<file path="src/rtl/bpe_pkg.sv">
package bpe_pkg;
    localparam int MAX_BYTES = 64;
    localparam int BYTES_W   = $clog2(MAX_BYTES + 1);

    typedef enum logic [1:0] {
        ST_IDLE = 2'd0,
        ST_REQ  = 2'd1,
        ST_RESP = 2'd2
    } eng_state_e;

    function automatic logic [BYTES_W-1:0] size_bytes(input logic [1:0] code);
        case (code)
            2'b10:   return BYTES_W'(32);
            2'b11:   return BYTES_W'(64);
            default: return BYTES_W'(4);
        endcase
    endfunction
endpackage

</file>
<file path="src/rtl/bpe_ctrl.sv">
module bpe_ctrl
    import bpe_pkg::*;
#(
    parameter int ADDR_W = 32,
    parameter int BEAT_W = 32
) (
    input  logic                            clk,
    input  logic                            rst_n,
    input  logic                            cfg_wr,
    input  logic [2:0]                      cfg_word,
    input  logic [ADDR_W-1:0]               cfg_addr,
    input  logic                            drain,
    input  logic                            kick,
    input  logic                            req_ready,
    input  logic                            rsp_valid,
    output logic                            req_valid,
    output logic [ADDR_W-1:0]               req_addr,
    output logic [BYTES_W-1:0]              req_bytes,
    output logic                            fill_clear,
    output logic                            fill_we,
    output logic [$clog2(MAX_BYTES*8/BEAT_W)-1:0] fill_idx,
    output logic                            commit,
    output logic [15:0]                     status
);
    localparam int BEAT_BYTES = BEAT_W / 8;
    localparam int MAX_BEATS  = MAX_BYTES / BEAT_BYTES;
    localparam int IDX_W      = $clog2(MAX_BEATS);

    typedef struct packed {
        eng_state_e          st;
        logic                auto_en;
        logic [1:0]          size;
        logic [ADDR_W-1:0]   addr;
        logic [ADDR_W-1:0]   lat_addr;
        logic [BYTES_W-1:0]  lat_bytes;
        logic [IDX_W:0]      beat;
        logic                armed;
        logic                valid;
        logic                under;
        logic                pend;
    } ctrl_t;

    ctrl_t q, d;
    logic [IDX_W:0] last_beat;

    always_comb begin
        d          = q;
        fill_clear = 1'b0;
        fill_we    = 1'b0;
        commit     = 1'b0;
        last_beat  = (IDX_W+1)'(int'(q.lat_bytes) / BEAT_BYTES - 1);

        // take of the buffer by the core
        if (drain) begin
            if (q.armed) begin
                d.armed = 1'b0;
                d.valid = 1'b0;
                if (q.auto_en) d.pend = 1'b1;
            end else if (q.valid) begin
                d.valid = 1'b0;
                if (q.auto_en) d.pend = 1'b1;
            end else begin
                d.under = 1'b1;
            end
        end

        // transfer sequencing
        case (q.st)
            ST_IDLE: begin
                if (q.pend) begin
                    d.pend      = 1'b0;
                    d.lat_addr  = q.addr;
                    d.lat_bytes = size_bytes(q.size);
                    if (q.auto_en) d.addr = q.addr + ADDR_W'(size_bytes(q.size));
                    d.st        = ST_REQ;
                    fill_clear  = 1'b1;
                end
            end
            ST_REQ: begin
                if (req_ready) begin
                    d.st   = ST_RESP;
                    d.beat = '0;
                end
            end
            ST_RESP: begin
                if (rsp_valid) begin
                    fill_we = 1'b1;
                    if (q.beat == last_beat) begin
                        commit  = 1'b1;
                        d.valid = 1'b1;
                        d.st    = ST_IDLE;
                    end else begin
                        d.beat = q.beat + 1'b1;
                    end
                end
            end
            default: d.st = ST_IDLE;
        endcase

        // manual trigger
        if (kick && !q.auto_en) d.pend = 1'b1;

        // arming write wins over everything else this cycle
        if (cfg_wr) begin
            d.auto_en = cfg_word[0];
            d.size    = cfg_word[2:1];
            d.addr    = cfg_addr;
            d.armed   = 1'b1;
            d.under   = 1'b0;
            d.pend    = 1'b0;
        end
    end

    always_ff @(posedge clk) begin
        if (!rst_n) q <= '0;
        else        q <= d;
    end

    assign fill_idx  = q.beat[IDX_W-1:0];
    assign req_valid = (q.st == ST_REQ);
    assign req_addr  = q.lat_addr;
    assign req_bytes = q.lat_bytes;
    assign status    = {4'b0, q.armed, (q.st != ST_IDLE) || q.pend, q.valid, q.under,
                        q.valid ? {5'b0, q.size, q.auto_en} : 8'h00};

    // a stalled request must not move
    a_r10_req_hold: assert property (@(posedge clk) disable iff (!rst_n)
        req_valid && !req_ready |=> req_valid && $stable(req_addr) && $stable(req_bytes));

    // only the three supported transfer sizes are ever requested
    a_r3_legal_bytes: assert property (@(posedge clk) disable iff (!rst_n)
        req_valid |-> (req_bytes == BYTES_W'(4) || req_bytes == BYTES_W'(32) || req_bytes == BYTES_W'(64)));

    // data valid follows a response beat
    a_r11_valid_after_beat: assert property (@(posedge clk) disable iff (!rst_n)
        $rose(status[9]) |-> $past(rsp_valid));

    // underflow is sticky until re-armed
    a_r9_under_sticky: assert property (@(posedge clk) disable iff (!rst_n)
        status[8] && !cfg_wr |=> status[8]);

    // an arming write leaves the engine armed
    a_r2_armed: assert property (@(posedge clk) disable iff (!rst_n)
        cfg_wr |=> status[11]);
endmodule

</file>
<file path="src/rtl/bpe_buffer.sv">
module bpe_buffer #(
    parameter int BEAT_W = 32,
    parameter int WORDS  = 16
) (
    input  logic                       clk,
    input  logic                       rst_n,
    input  logic                       clear,
    input  logic                       we,
    input  logic [$clog2(WORDS)-1:0]   idx,
    input  logic [BEAT_W-1:0]          wdata,
    input  logic                       commit,
    output logic [WORDS*BEAT_W-1:0]    data
);
    typedef struct packed {
        logic [WORDS-1:0][BEAT_W-1:0] fill;
        logic [WORDS-1:0][BEAT_W-1:0] hold;
    } buf_t;

    buf_t q, d;

    always_comb begin
        d = q;
        if (clear) d.fill = '0;
        for (int i = 0; i < WORDS; i++) begin
            if (we && idx == $clog2(WORDS)'(i)) d.fill[i] = wdata;
        end
        if (commit) d.hold = d.fill;
    end

    always_ff @(posedge clk) begin
        if (!rst_n) q <= '0;
        else        q <= d;
    end

    for (genvar gi = 0; gi < WORDS; gi++) begin : g_out
        assign data[gi*BEAT_W +: BEAT_W] = q.hold[gi];
    end

    // the visible buffer only changes when a block completes
    a_r9_hold_stable: assert property (@(posedge clk) disable iff (!rst_n)
        !commit |=> $stable(data));
endmodule

</file>
<file path="src/rtl/burst_prefetch_eng.sv">
module burst_prefetch_eng
    import bpe_pkg::*;
#(
    parameter int ADDR_W = 32,
    parameter int BEAT_W = 32
) (
    input  logic                     clk,
    input  logic                     rst_n,
    input  logic                     cfg_wr,
    input  logic [2:0]               cfg_word,
    input  logic [ADDR_W-1:0]        cfg_addr,
    input  logic                     drain,
    input  logic                     kick,
    output logic [15:0]              status,
    output logic [MAX_BYTES*8-1:0]   rd_data,
    output logic                     req_valid,
    input  logic                     req_ready,
    output logic [ADDR_W-1:0]        req_addr,
    output logic [BYTES_W-1:0]       req_bytes,
    input  logic                     rsp_valid,
    input  logic [BEAT_W-1:0]        rsp_data
);
    localparam int WORDS = MAX_BYTES * 8 / BEAT_W;
    localparam int IDX_W = $clog2(WORDS);

    logic             fill_clear, fill_we, commit;
    logic [IDX_W-1:0] fill_idx;

    bpe_ctrl #(.ADDR_W(ADDR_W), .BEAT_W(BEAT_W)) u_ctrl (
        .clk(clk), .rst_n(rst_n),
        .cfg_wr(cfg_wr), .cfg_word(cfg_word), .cfg_addr(cfg_addr),
        .drain(drain), .kick(kick),
        .req_ready(req_ready), .rsp_valid(rsp_valid),
        .req_valid(req_valid), .req_addr(req_addr), .req_bytes(req_bytes),
        .fill_clear(fill_clear), .fill_we(fill_we), .fill_idx(fill_idx),
        .commit(commit), .status(status)
    );

    bpe_buffer #(.BEAT_W(BEAT_W), .WORDS(WORDS)) u_buf (
        .clk(clk), .rst_n(rst_n),
        .clear(fill_clear), .we(fill_we), .idx(fill_idx), .wdata(rsp_data),
        .commit(commit), .data(rd_data)
    );
endmodule

</file>
<file path="config.mk">
export PLATFORM = sky130hd
export DESIGN_NAME = burst_prefetch_eng
export DESIGN_NICKNAME = d
export VERILOG_FILES = /design/src/rtl/bpe_pkg.sv /design/src/rtl/bpe_ctrl.sv /design/src/rtl/bpe_buffer.sv /design/src/rtl/burst_prefetch_eng.sv
export SDC_FILE = /design/constraint.sdc
export NUM_CORES = 2
export LEC_CHECK = 0
export CORE_UTILIZATION = 55
export CTS_BUF_LIST = sky130_fd_sc_hd__clkbuf_4
export CTS_CLUSTER_DIAMETER = 150
export CTS_CLUSTER_SIZE = 16
export DETAILED_ROUTE_END_ITERATION = 8
export HOLD_SLACK_MARGIN = 0.03
export PLACE_DENSITY = 0.81
export SYNTH_ARGS = -nofsm -noshare
export SYNTH_HDL_FRONTEND = slang
export SYNTH_SLANG_ARGS = --single-unit
</file>
<file path="constraint.sdc">
create_clock -name clk -period 4 [get_ports clk]
set_input_delay 0.4 -clock clk [delete_from_list [all_inputs] [get_ports clk]]
set_output_delay 0.4 -clock clk [all_outputs]
set_load 0.05 [all_outputs]
</file>
# After elaboration in Yosys (flattened, before gate mapping)
# Cells that the tools add are included.
# op_classes
n_addsub	3
n_eq_ne	25
muxes	55
n_bitwise	3
n_reduce_logical	33
# ops
op	count
32-bit 2-to-1 mux	18
512-bit 2-to-1 mux	1
71-bit 2-to-1 mux	2
32-bit by 7-bit adder with 32-bit output	1
4-bit equality test (second input constant)	8
7-bit 2-to-1 mux	3
1-bit 2-to-1 mux	19
1-bit logical AND	17
4-bit by 3-bit equality test with 1-bit output (second input constant)	4
5-bit 2-to-1 mux	3
7-bit case mux with 2 select lines	1
2-bit nonzero test	6
5-bit case mux with 2 select lines	1
4-bit by 2-bit equality test with 1-bit output (second input constant)	2
2-bit 2-to-1 mux	4
4-bit AND reduction	2
2-bit equality test (second input constant)	3
2-bit by 1-bit inequality test with 1-bit output (second input constant)	3
2-bit case mux with 3 select lines	1
3-bit AND reduction	2
5-bit by 1-bit adder with 5-bit output (second input constant)	1
5-bit equality test	1
5-bit by 1-bit subtractor with 5-bit output (second input constant)	1
4-bit by 1-bit equality test with 1-bit output (second input constant)	1
other kinds (11)	14
# totals
regBits	1109
elab_cells	162

# Logic depth before layout (Yosys ltp)
# logic_depth
depth_word	10
ltp_mapped	10
depth_no_buf	8

# Modules after synthesis
# Synthesis repeated with hierarchy kept, for this count alone.
# hier_totals
hier_cells	5779
hier_area_um2	49180.9
# modules_own_cells
mod	n_inst	cells_each	area_per_inst_um2
bpe_buffer	1	5230	44690.4
bpe_ctrl	1	549	4490.6

# Worst setup path before layout
# OpenSTA, ideal clock, no wires.
# synth_path
kind	flip-flop to flip-flop
startpoint	register u_ctrl.q[83] (netlist name)
endpoint	register u_ctrl.q, in the netlist u_ctrl.fill_idx[2]
setup_ps	70
arrival_time_ps	2168
t_required_ps	3930
slack_ps	1762
path_stages_with_launch	7
path_buffers	1
cell_sequence	dfxtp_1 clkbuf_1 nor2b_1 nand2_1 o21a_1 or3_1 a21oi_1
# synth_between
elab_chain_cells	3
word_cells_on_any_way	8
classes_between	eq/ne (5); mux (1); reduce/logical (2)
# synth_lines
element	line_no	text
start: declaration	bpe_ctrl.sv:43	ctrl_t q, d;
start signal: assignment	bpe_ctrl.sv:115	if (!rst_n) q <= '0;
start signal: assignment	bpe_ctrl.sv:116	else q <= d;
2-bit by 1-bit equality test with 1-bit output *	n/a	
via req_valid	burst_prefetch_eng.sv:16	output logic req_valid,
2-bit by 1-bit inequality test with 1-bit output (no line) / 2-bit nonzero test (equally long branches)	n/a	
4-bit AND reduction (no line)	n/a	
# The timed path passes the listed nets; every way through them passes the cells marked *.
# A chain may end at the register's enable or synchronous reset.

# Final worst setup path
# layout_path
startpoint	register u_ctrl.q[83] (netlist name)
endpoint	output req_valid
# layout_between
elab_chain_cells	1
# layout_lines
element	line_no	text
2-bit by 1-bit equality test with 1-bit output	bpe_ctrl.sv:120	assign req_valid = (q.st == ST_REQ);
end: declaration	burst_prefetch_eng.sv:16	
# Every way passes these cells.

==> flow_summary.yaml <==
pwr:
  power_mw: 16.4
  swShare_pct: 24.7
  power_leakage_nw: 17.7
  switching_power_mw: 4.04
  peakVddDrop_uv: 212
  comb_power_share_pct: 5.2
  p_int_mw: 12.3
  seq_power_share_pct: 67.8
  p_per_area_nw_per_um2: 348
  p_clk_share_pct: 27.0
routing:
  drt-wirelength-per-cell_um: 22.6
  drt-initial-drc-count: 3990
  drtAntennaViolNets: 0
  post-route-drc-count: 0
  vias: 35000
  via_per_inst: 5.91
  routed_wl_um: 134000
  firstDrtPassIters: 6
die:
  design.die.area_sq_um: 81400
  rows: 103
  die_h_um: 285
  fp.dieW_um: 285
  core_area_sq_um: 79300
  start_util_pct: 55.7
  ios: 642
cts:
  cts.sinks: 1105
  cts_resized: 0
  cts_inserted_buffers: 79
  postCtsSetupBuffers: 0
  cts_max_level: 3
  path_clk_slew_ps: 170
  clock_path_buffers: 3
  cts_tree: "yes"
  cts-root-buf: "clkbuf_4"
  hold_buffers: 13
  clk_latency_ps: 920
global_routing:
  antenna_found_initial: 5
  grt_start_max_net_pins: 178
  grt_usage_pct: 31.2
  grt_pass1_wl_um: 196000
  gr-total-overflow: 0
  grt_pass1_vias: 31200
critical_path:
  end_kind: "primary output"
  critPathMaxFanout: 10
  worstSetupStartpoint: "u_ctrl.q[83]$_SDFFE_PN0P_"
  required_ps: 3600
  reg2reg_depth: 7
  crit_end: "req_valid"
  critPathMaxStageDelay_ps: 930
  worst_ep_arrival_time_ps: 2670
  r2r-end: "u_buf.data[488]$_SDFFE_PN0P_"
  crit_type: "flip-flop to primary output"
  cp_slowest_cell: "clkdlybuf4s50_1"
  path_depth: 2
  cp-start-kind: "flip-flop"
  cp_top_family: "buffers and inverters"
  timing.rr.start: "u_ctrl.fill_idx[0]$_SDFFE_PN0P_"
  path_buf_inv: 1
  r2r_slack_ps: 1000
  worstPathCellList: "nor2b_1, clkdlybuf4s50_1"
logic_synthesis:
  synth_enable_flop_cells: 0
  avgSynthCellArea_sq_um: 8.66
  yosys.cell_types.count: 49
  synth_top_area_share_pct: 50.1
  ys_ff_latch: 1105
  synth_top_cell_by_area: "dfxtp_1"
  postSynthCellCount: 5097
  synth_area_leaders: "dfxtp_1 50%, buf_4 11%, nor2_1 9.0%, a211oi_1 8.6%, and3_1 7.3%"
  syn_area_sq_um: 44200
  seq_area_frac_synth_pct: 50.1
  ys.flop_type: "dfxtp_1"
  synthArstFlopShare_pct: 0
  synth_warnings: 0
finish:
  fin_cells: 5927
  nets: 4950
  final_area_sq_um: 47100
  layout-drive-gt1-share_pct: 4.60
  area_growth_pct: 6.57
timing:
  fmax_mhz: 326
  finalMaxSlewViolations: 0
  maxSlewHeadroom_pct: 25.0
  finalCritPeriodShare_pct: 76.7
  tightest_slew_ps: 1120
  setup_viol: 0
  setup_tns_ps: 0
  min_period_ps: 3070
  finalHoldViolations: 0
  grt_setup_unrepaired: "false"
  finClkSkew_ps: 55.8
min_path:
  hp-class: "primary input to flip-flop"
run_status:
  status: "finished clean"
place:
  dp_hpwl_um: 81300
  post_dp_cell_area_sq_um: 46200
  numPortBuffers: 628
  gp_congestion: 0.884
  post-place-cells: 5823
run:
  maxCapViolations: 0
## power by group through the flow
stage               combinational [mW]  clock [mW]  sequential, mW
floorplan                        0.473           0            11.3
global placement                 0.816           0            11.3
detailed placement               0.820           0            11.3
CTS                              0.832        4.50            11.1
global route                     0.874        4.90            11.1
finish                           0.851        4.43            11.1
## worst min path at each step
stage	start	cells past startpoint	slack (ps)	to
floorplan	u_ctrl.q[48]$_SDFFE_PN0P_	2	430	u_ctrl.req_addr[0]$_SDFFE_PN0P_
global placement	u_ctrl.req_addr[24]$_SDFFE_PN0P_	2	440	u_ctrl.req_addr[24]$_SDFFE_PN0P_
detailed placement	u_ctrl.req_addr[16]$_SDFFE_PN0P_	2	450	u_ctrl.req_addr[16]$_SDFFE_PN0P_
CTS	cfg_addr[15]	3	30	u_ctrl.q[63]$_SDFFE_PN0P_
global route	cfg_addr[18]	3	50	u_ctrl.q[66]$_SDFFE_PN0P_
finish	cfg_addr[18]	3	140	u_ctrl.q[66]$_SDFFE_PN0P_
## cell families (layout without fill, tap and decap cells)
logic type,Yosys count,count (layout),share of synthesized area (%)
simple gates,1763,1763,18.4
compound gates,1133,1133,15.9
buf+inv,1049,814,14.5
other cells,1,16,0.00849
xor+xnor,28,28,0.589
mux,9,9,0.204
fa+ha+maj,9,9,0.255
flops,1105,1105,50.1
## area by class of cell
class | instances | area, sq um
timing repair buffer | 717 | 7110
clock buffer | 81 | 608
inverter | 9 | 41.3
clock inverter | 7 | 96.3
antenna | 3 | 7.51
tap | 1050 | 1310
sequential | 1105 | 22100
multi-input combinational | 2955 | 15800
fill | 6797 | 32200
## metal layers
layer	GRT usage, %	part of all wire, %
met1	42.3	41
met5	0	0.0097
met2	47.8	45
met4	17.5	6.0
met3	4.47	8.3
## state kept, by name, summed over array words and instances (netlist names)
register and flops:
u_ctrl.req_bytes 3, u_ctrl.req_addr 32, u_buf.q 512, u_ctrl.q 39, u_ctrl.fill_idx 4, u_ctrl.status 3
u_buf.data 512
## synthesized netlist by cell type (all sizes together), types with 7 or more instances
master and instances:
a21oi 578, nor2 1064, nor3 7, xnor2 25, and3 515, buf 686, and2 7, o21ai 25
dfxtp 1105, a211oi 514, inv 9, clkbuf 354, ha 9, nand3 27, nand2 97, mux2i 9
## cell usage in the layout (no fill, tap or decap), types with 3 or more instances in the layout
cell and instances:
a211oi_1 506, a211oi_2 8, a21oi_1 578, a311oi_1 3, a31oi_1 4, and2_1 7
and3_1 515, and4_1 5, buf_12 21, buf_2 28, buf_4 55, clkbuf_4 81
clkdlybuf4s50_1 600, conb_1 13, dfxtp_1 1105, diode_2 3, dlygate4sd3_1 13, ha_1 9
inv_1 8, inv_2 3, mux2i_1 9, nand2_1 96, nand2b_1 5, nand3_1 26
nand4_1 4, nor2_1 1048, nor2_2 14, nor3_1 7, nor4_1 6, nor4b_1 6
o21ai_0 25, or3_1 3, xnor2_1 25
## per-stage QoR
stage               hold slack, ps  setup slack (ps)  utilization (%)
finish                         142               931             59.4
CTS                           31.0               858             59.4
detailed placement             449               879             58.3
floorplan                      431              1760                -
global route                  46.6               784             59.4
global placement               441               956             58.3
## worst reg2reg max path, stage by stage, from the launching register on
cell,delay (ps)
dfxtp_1,430
or4b_1,560
a211oi_2,300
nor2b_4,240
buf_4,280
buf_12,540
nor2_1,260
a211oi_1,290
No activity file was read; power rests on OpenSTA's default activity.
